`config.mk`:
```
export PLATFORM = sky130hd
export DESIGN_NAME = cyclic_enc74
export DESIGN_NICKNAME = d
export VERILOG_FILES = /design/src/rtl/cenc_pkg.sv /design/src/rtl/cenc_rst_sync.sv /design/src/rtl/cenc_seqctl.sv /design/src/rtl/cenc_shreg.sv /design/src/rtl/cenc_remgen.sv /design/src/rtl/cyclic_enc74.sv
export SDC_FILE = /design/constraint.sdc
export NUM_CORES = 1
export LEC_CHECK = 0
export CORE_MARGIN = 2
export CORE_UTILIZATION = 41
export CTS_CLUSTER_SIZE = 8
export DETAILED_ROUTE_END_ITERATION = 16
export DONT_BUFFER_PORTS = 1
export PLACE_DENSITY_LB_ADDON = 0.3
export SLEW_MARGIN = 20
export SYNTH_ARGS = -nofsm -noshare
export SYNTH_HDL_FRONTEND = slang
export SYNTH_HIERARCHICAL = 1
export SYNTH_SLANG_ARGS = --single-unit
```
`constraint.sdc`:
```
create_clock -name clk -period 1.6 [get_ports clk]
set_input_delay 0.24 -clock clk [delete_from_list [all_inputs] [get_ports clk]]
set_output_delay 0.24 -clock clk [all_outputs]
set_load 0.005 [all_outputs]
```
`src/rtl/cenc_pkg.sv`:
```
package cenc_pkg;
  // Position phase of the serial word
  typedef enum logic [1:0] {
    PH_IDLE  = 2'd0,
    PH_INFO  = 2'd1,
    PH_CHECK = 2'd2
  } cenc_phase_e;
endpackage

```
`src/rtl/cenc_rst_sync.sv`:
```
module cenc_rst_sync #(
  parameter int STAGES = 2
) (
  input  logic clk,
  input  logic rst_n,
  output logic rst_q_n
);
  logic [STAGES-1:0] chain_q;
  logic [STAGES-1:0] chain_d;

  always_comb begin
    chain_d = {chain_q[STAGES-2:0], 1'b1};
  end

  always_ff @(posedge clk or negedge rst_n) begin
    if (!rst_n) chain_q <= '0;
    else        chain_q <= chain_d;
  end

  assign rst_q_n = chain_q[STAGES-1];
endmodule

```
`src/rtl/cenc_seqctl.sv`:
```
module cenc_seqctl
  import cenc_pkg::*;
#(
  parameter int K = 4,
  parameter int R = 3,
  localparam int N = K + R,
  localparam int CW = $clog2(N + 1)
) (
  input  logic        clk,
  input  logic        rst_n,
  input  logic        load,
  output cenc_phase_e phase,
  output logic        done
);
  localparam logic [CW-1:0] IDLE_CNT = CW'(N);
  localparam logic [CW-1:0] LAST_CNT = CW'(N - 1);
  localparam logic [CW-1:0] INFO_END = CW'(K);

  logic [CW-1:0] cnt_q;
  logic [CW-1:0] cnt_d;
  logic          cnt_en;

  always_comb begin
    cnt_en = load || (cnt_q != IDLE_CNT);
    if (load)                  cnt_d = '0;
    else if (cnt_q == LAST_CNT) cnt_d = IDLE_CNT;
    else                       cnt_d = cnt_q + 1'b1;
  end

  always_ff @(posedge clk or negedge rst_n) begin
    if (!rst_n)      cnt_q <= IDLE_CNT;
    else if (cnt_en) cnt_q <= cnt_d;
  end

  always_comb begin
    if (cnt_q < INFO_END)      phase = PH_INFO;
    else if (cnt_q < IDLE_CNT) phase = PH_CHECK;
    else                       phase = PH_IDLE;
  end

  assign done = (cnt_q == LAST_CNT);
endmodule

```
`src/rtl/cenc_shreg.sv`:
```
module cenc_shreg #(
  parameter int K = 4,
  parameter int R = 3,
  localparam int N = K + R
) (
  input  logic         clk,
  input  logic         rst_n,
  input  logic         load,
  input  logic         shift_en,
  input  logic [K-1:0] info,
  output logic         ser
);
  logic [N-1:0] sr_q;
  logic [N-1:0] sr_d;
  logic [N-1:0] load_val;
  logic         sr_en;

  // Bit 0 leaves first, so the word's top bit sits there; zero padding above.
  for (genvar i = 0; i < N; i++) begin : g_pad
    if (i < K) begin : g_info
      assign load_val[i] = info[K-1-i];
    end else begin : g_zero
      assign load_val[i] = 1'b0;
    end
  end

  always_comb begin
    sr_en = load || shift_en;
    sr_d  = load ? load_val : {1'b0, sr_q[N-1:1]};
  end

  always_ff @(posedge clk or negedge rst_n) begin
    if (!rst_n)     sr_q <= '0;
    else if (sr_en) sr_q <= sr_d;
  end

  assign ser = sr_q[0];
endmodule

```
`src/rtl/cenc_remgen.sv`:
```
module cenc_remgen
  import cenc_pkg::*;
#(
  parameter int R = 3,
  parameter logic [R-1:0] POLY_LOW = 3'b011
) (
  input  logic        clk,
  input  logic        rst_n,
  input  logic        clr,
  input  cenc_phase_e phase,
  input  logic        din,
  output logic        rem_msb
);
  logic [R-1:0] g_q;
  logic [R-1:0] g_d;
  logic         fb;
  logic         g_en;

  // Feedback only while information bits enter; during check phase it is a plain shift.
  assign fb   = (phase == PH_INFO) ? (din ^ g_q[R-1]) : 1'b0;
  assign g_en = clr || (phase != PH_IDLE);

  for (genvar i = 0; i < R; i++) begin : g_stage
    if (i == 0) begin : g_first
      assign g_d[i] = clr ? 1'b0 : (POLY_LOW[i] & fb);
    end else begin : g_rest
      assign g_d[i] = clr ? 1'b0 : (g_q[i-1] ^ (POLY_LOW[i] & fb));
    end
  end

  always_ff @(posedge clk or negedge rst_n) begin
    if (!rst_n)    g_q <= '0;
    else if (g_en) g_q <= g_d;
  end

  assign rem_msb = g_q[R-1];
endmodule

```
`src/rtl/cyclic_enc74.sv`:
```
module cyclic_enc74
  import cenc_pkg::*;
#(
  parameter int K = 4,
  parameter int R = 3,
  parameter logic [R-1:0] POLY_LOW = 3'b011
) (
  input  logic         clk,
  input  logic         rst_n,
  input  logic         load,
  input  logic [K-1:0] info,
  output logic         code_bit,
  output logic         word_done
);
  logic        rst_q_n;
  cenc_phase_e phase;
  logic        done;
  logic        ser;
  logic        rem_msb;
  logic        shift_en;

  cenc_rst_sync #(.STAGES(2)) u_rst (
    .clk     (clk),
    .rst_n   (rst_n),
    .rst_q_n (rst_q_n)
  );

  cenc_seqctl #(.K(K), .R(R)) u_seq (
    .clk   (clk),
    .rst_n (rst_q_n),
    .load  (load),
    .phase (phase),
    .done  (done)
  );

  assign shift_en = (phase != PH_IDLE);

  cenc_shreg #(.K(K), .R(R)) u_sr (
    .clk      (clk),
    .rst_n    (rst_q_n),
    .load     (load),
    .shift_en (shift_en),
    .info     (info),
    .ser      (ser)
  );

  cenc_remgen #(.R(R), .POLY_LOW(POLY_LOW)) u_rem (
    .clk     (clk),
    .rst_n   (rst_q_n),
    .clr     (load),
    .phase   (phase),
    .din     (ser),
    .rem_msb (rem_msb)
  );

  always_comb begin
    unique case (phase)
      PH_INFO:  code_bit = ser;
      PH_CHECK: code_bit = rem_msb;
      default:  code_bit = 1'b0;
    endcase
  end

  assign word_done = done;
endmodule

```
== Word level (Yosys, flattened, before mapping) ==
Cells that the tools add are included.
Word-level totals
  bits in registers: 15
  input port bits: 7
Operators by class
  add/subtract/negate cells: 1
  $lt $le $gt $ge: 2
  equality and inequality tests: 4
  muxes and demuxes: 10
  bitwise gates (word level): 2
  reductions and logical operators: 3
Operators by type and width (number)
  < comparator 3 bit (second input constant): 2
  2-to-1 mux 3 bit: 2
  2-to-1 mux 6 bit: 1
  2-to-1 mux 1 bit: 4
  2-to-1 mux 2 bit: 2
  adder 3 x 1 -> 3 bit (second input constant): 1
  equality test 3 bit (second input constant): 1
  != test 3 bit (second input constant): 1
  equality test 2 x 1 -> 1 bit (second input constant): 1
  equality test 2 bit (second input constant): 1
  logical OR 1 bit: 2
  one-hot mux 1 bit (2 select lines): 1
  nonzero test 2 bit: 1
  XOR 1 bit: 2

== Longest topological paths before layout ==
  word-level depth: 7
  depth in mapped cells: 7
  mapped depth without buffers: 7

== Modules after synthesis ==
The synthesis kept the hierarchy.
By module, submodules not included
  cenc_seqctl: times used 1, cells each 20, area each 190.2 um2, seq. area each 78.8 um2
  cenc_shreg: times used 1, cells each 16, area each 171.4 um2, seq. area each 100.1 um2
  cenc_remgen: times used 1, cells each 14, area each 148.9 um2, seq. area each 75.1 um2
  cyclic_enc74: times used 1, cells each 8, area each 62.6 um2, seq. area each 0.0 um2
  cenc_rst_sync: times used 1, cells each 3, area each 53.8 um2, seq. area each 50.0 um2

== Worst setup path before layout ==
No wires, ideal clock.
  path kind: register to register
  start: register u_seq.cnt_q[2]
  end: register u_sr.sr_q[0]
  setup time: 0.121 ns
  arrival time: 1.608 ns
  setup slack: -0.129 ns
  cell stages (with the launch flop): 8
  clock period less this slack: 1.729 ns
  path through: dfstp_2 > inv_1 > a21oi_1 > inv_1 > ha_1 > inv_1 > mux2i_1 > o21ai_1
Between the ends
  elaborated cells between the ends (all ways): 6
  classes of those cells: order compare (2); mux (2); reduce/logical (2)
RTL lines
  start: declaration: line cenc_seqctl.sv:19  | logic [CW-1:0] cnt_q;
  start signal: assignment: line cenc_seqctl.sv:32  | else if (cnt_en) cnt_q <= cnt_d;
  < comparator 3 bit: line cenc_seqctl.sv:36  | if (cnt_q < INFO_END) phase = PH_INFO;
  2-to-1 mux 2 bit: line cenc_seqctl.sv:36
  net phase[0]: line cyclic_enc74.sv:16  | cenc_phase_e phase;
  nonzero test 2 bit: line cyclic_enc74.sv:36  | assign shift_en = (phase != PH_IDLE);
  net shift_en: line cyclic_enc74.sv:20  | logic shift_en;
  logical OR 1 bit: line cenc_shreg.sv:28  | sr_en = load || shift_en;
  end signal: assignment: line cenc_shreg.sv:34  | else if (sr_en) sr_q <= sr_d;
  end: declaration: line cenc_shreg.sv:13  | logic [N-1:0] sr_q;
The timed path passes the listed nets, and every way through them passes these cells.
A chain may end at the register's enable or synchronous reset.

== Worst setup path after layout ==
  start: register u_seq.cnt_q[2]
  end: output port code_bit
Between the ends
  elaborated cells between the ends (all ways): 7
  classes of those cells: order compare (2); eq/ne (2); mux (3)
RTL lines
  < comparator 3 bit (*): line cenc_seqctl.sv:36
  2-to-1 mux 2 bit (*): line cenc_seqctl.sv:36
  net phase[0]: line cyclic_enc74.sv:16
  equality test 2 bit or equality test 2 x 1 -> 1 bit (tied branches): line cyclic_enc74.sv:57  | unique case (phase)
  one-hot mux 1 bit (2 select lines) (*): line cyclic_enc74.sv:57
  end: declaration: line cyclic_enc74.sv:12  | output logic code_bit,
Mark *: on every way through the listed nets, which the timed path passes. The rest lies on a longest branch.

==> results by group <==
Power and ir drop
  – Leakage: about 0.35 nW
  – Pint: roughly 0.52 mW
  – Sw Share: 0.288
  – Psw: about 0.21 mW
  – Logic pwr share: 0.209
  – Clock power frac: 0.267
  – VDD IR max: 503 uV
  – Reg power frac: 0.524
  – PD cells: between 900 and 1000 nW/um2

STA
  – Hold slack final: 0.0340 ns
  – Unrepaired setup endpoints after global routing: true
  – Min Tclk post-route: between 1.5 and 2 ns
  – Final WS setup: -0.0989 ns
  – Final cycle utilization of the critical path: 1.06
  – Setup violators final: 1
  – Clk_skew: approximately 0.011 ns
  – Final Slew Violations: 0
  – Fmax: a little under 0.6 GHz
  – Final hold viol count: 0

Floorplanning
  – Chip width: 43.1 um
  – Row Count: 14
  – DIE AREA: about 1900 um2
  – Core area: 1470 um2
  – Initial Util: 0.426
  – Die Ht: approximately 43 um
  – I/O pin cnt: 9

Synthesis
  – Synth Area in XOR/XNOR: 0.0140
  – Area share of and/or/nand/nor cells after synthesis: 0.128
  – Synth area leaders: dfrtp_1 36%, dfstp_2 13%, ha_1 12%
  – Largest family of logic cells by synthesized area: compound AO/OA/AOI/OAI gates
  – Post-Syn Area: approximately 630 um2
  – Ys flop type: dfrtp_1
  – Commonest cells in the netlist: 9 x dfrtp_1, 7 x inv_1, 6 x ha_1, 6 x nand2_1, 4 x a21oi_1
  – EDFF count, synth: 0
  – #FFs+latches synth: 12
  – FFs w/ async S/R, synth: 1.00
  – Synth cell types: 21
  – Syn avg cell area: roughly 10 um2
  – Post-synthesis mux area share: 0.0479
  – Post-synth top area share: 0.359
  – Most frequent cell after synthesis: dfrtp_1
  – Synth Area in Compound Gates: 0.158
  – Yosys warns: 6
  – Syn Nets: 74
  – Cells after Synth: 61
  – Register area share after synthesis: 0.485
  – Synth Area in Adders: 0.120
  – Synth area leader: dfrtp_1

Route
  – Top Layer Used: met4
  – Met1 wire length: around 540 um
  – WL/cell: about 14 um
  – Routed wl met2: a little over 600 um
  – Routed Antenna Nets: 0
  – Met3 wire length: between 20 and 25 um
  – Drt total wl: 1.19 mm
  – Drt via density: ~5.2
  – Via Count: 451
  – TritonRoute pass-1 iters: 3
  – Drt drc: 0
  – DRT iter0 DRCs: 6

Worst setup path
  – Critical path class: register to output pin
  – Slowest cell on the critical path: dfstp_2
  – Crit Path Max Fanout: 2
  – Startpoint Class: register
  – CP required: 1.36 ns
  – Setup crit end kind: output pin
  – Crit path max-delay family: flip-flops
  – Worst path cell trace: inv_2, a21oi_4, inv_2, ha_4, nor2b_2
  – Slowest stage delay, CP: approximately 0.55 ns
  – Worst Path Arrival: 1.46 ns
  – Critical path buffers and inverters: 2
  – Critical path's most frequent cell: inv_2

Min path
  – Worst hold path class: input pin to register

Flow run
  – Max-Cap Viols: 0

Clocking
  – Clock sinks: 12
  – Worst-skew pair later-pin latency: 0.27 ns
  – H-tree levels: 1
  – CTS max path bufs: 2
  – CTS tree: yes
  – TritonCTS Buffers: 3
  – Clk root buf: clkbuf_4
  – Clk slew on worst S/H paths: roughly 0.08 ns

Run status
  – Failing checks: negative setup slack
  – Status: finished, violations left

Finish
  – N_diodes: 0
  – Nets: 85
  – Final Util: 0.519
  – Area growth syn-to-layout: 21.8%
  – Layout cells sized above 1: 0.268
  – Fill cells: roughly 140

Placed design
  – Input/output buffers: 0
  – Hpwl dp: ~850 um
  – Gpl congestion: about 0.70

GRT
  – Antenna violations before repair: 0
  – Largest net degree at the start of global routing: 15
  – First-pass GRT wire length: 1.92 mm
  – Gr usage total: 0.142
  – Gr ovfl total: 0
  – Vias in the first global route: around 400
==> power groups by stage <==
stage | clock network [mW] | registers [mW] | logic, mW
5_1_grt | 0.213 | 0.391 | 0.173
2_1_floorplan | 0 | 0.380 | 0.0938
6_report | 0.195 | 0.384 | 0.153
3_3_place_gp | 0 | 0.386 | 0.119
3_5_place_dp | 0 | 0.388 | 0.125
4_1_cts | 0.196 | 0.385 | 0.142
==> worst reg2reg max path: stages, from the launching register on <==
cell      delay, ns
dfstp_2        0.60
a21oi_4        0.08
buf_4          0.14
or4b_1         0.52
o221ai_2       0.15
==> per-layer routing <==
layer,vias to the layer above,track usage
met5,-,0
met1,212,0.188
met4,0,0.109
met3,2,0.0128
met2,5,0.209
li1,232,-
==> state kept, by name (all words and copies together), names as in the netlist <==
register	flops
u_seq/cnt_q	3
u_sr/sr_q	4
u_rst/chain_q	2
u_rem/g_q	3
==> metrics by stage <==
stage                     total power, mW  setup slack (ns)  std cells  cell area, um2  TNS, ns
after global placement              0.506            0.0883         80             681        0
after CTS                           0.723            -0.126         87             742   -0.126
after detailed placement            0.513            0.0537         80             681        0
final                               0.733           -0.0989         87             763  -0.0989
after global routing                0.776            -0.158         87             763   -0.166
after floorplan                     0.474            0.0245         61             638        0
==> worst paths after layout <==
path	from	to	slack, ns	depth (start not counted)
worst max register to register	u_seq/cnt_q[0]	u_rem/g_q[1]	0.04	4
max in group asynchronous	u_rst/chain_q[1]	u_seq/cnt_q[1]	1.10	0
worst min register to register	u_rst/chain_q[1]	u_sr/sr_q[2]	0.16	0
worst max-delay path	u_seq/cnt_q[2]	code_bit	-0.1	5
worst min-delay path	load	u_rem/g_q[2]	0.03	1
min in group asynchronous	u_rst/chain_q[1]	u_sr/sr_q[2]	0.16	0
==> layout by cell type (no fill, tap or decap), types with 2 or more instances in the layout <==
master,synthesis,final
nand2_1,6,6
o21ai_1,3,3
ha_1,6,4
a21oi_1,4,3
dfstp_2,3,3
dfrtp_1,9,9
nor2_1,2,2
inv_1,7,4
inv_2,0,3
o21ai_0,3,3
dlygate4sd3_1,0,2
nand2b_1,2,2
clkbuf_4,0,3
mux2i_1,3,3
buf_4,0,4
nor2b_1,3,2
==> cells by family (layout without fill, tap and decap cells) <==
family                   after synthesis  after routing
XOR/XNOR                               1              1
flip-flops                            12             12
AND/OR/NAND/NOR                       15             15
AO/OA/AOI/OAI                         16             16
adder cells (fa/ha/maj)                6              6
buffers and inverters                  7             17
multiplexers                           3              3
other                                  1              1
==> area by class of cell <==
class	instances	area, um2	area share
repair buffers	6	50.0	0.0656
well taps	16	20.0	0.0262
multi-input cells	42	337	0.441
flip-flops and latches	12	304	0.398
inverters	7	26.3	0.0344
clock buffers	4	26.3	0.0344
==> what timing repair did <==
action                     4_1_cts  5_1_grt
hold endpoints to repair         5        0
hold buffers                     2        0
setup endpoints to repair        1        2
pin swaps                        0        2
setup buffers                    1        0
resized for setup                5        3
Power figures use the tool's default switching activity.
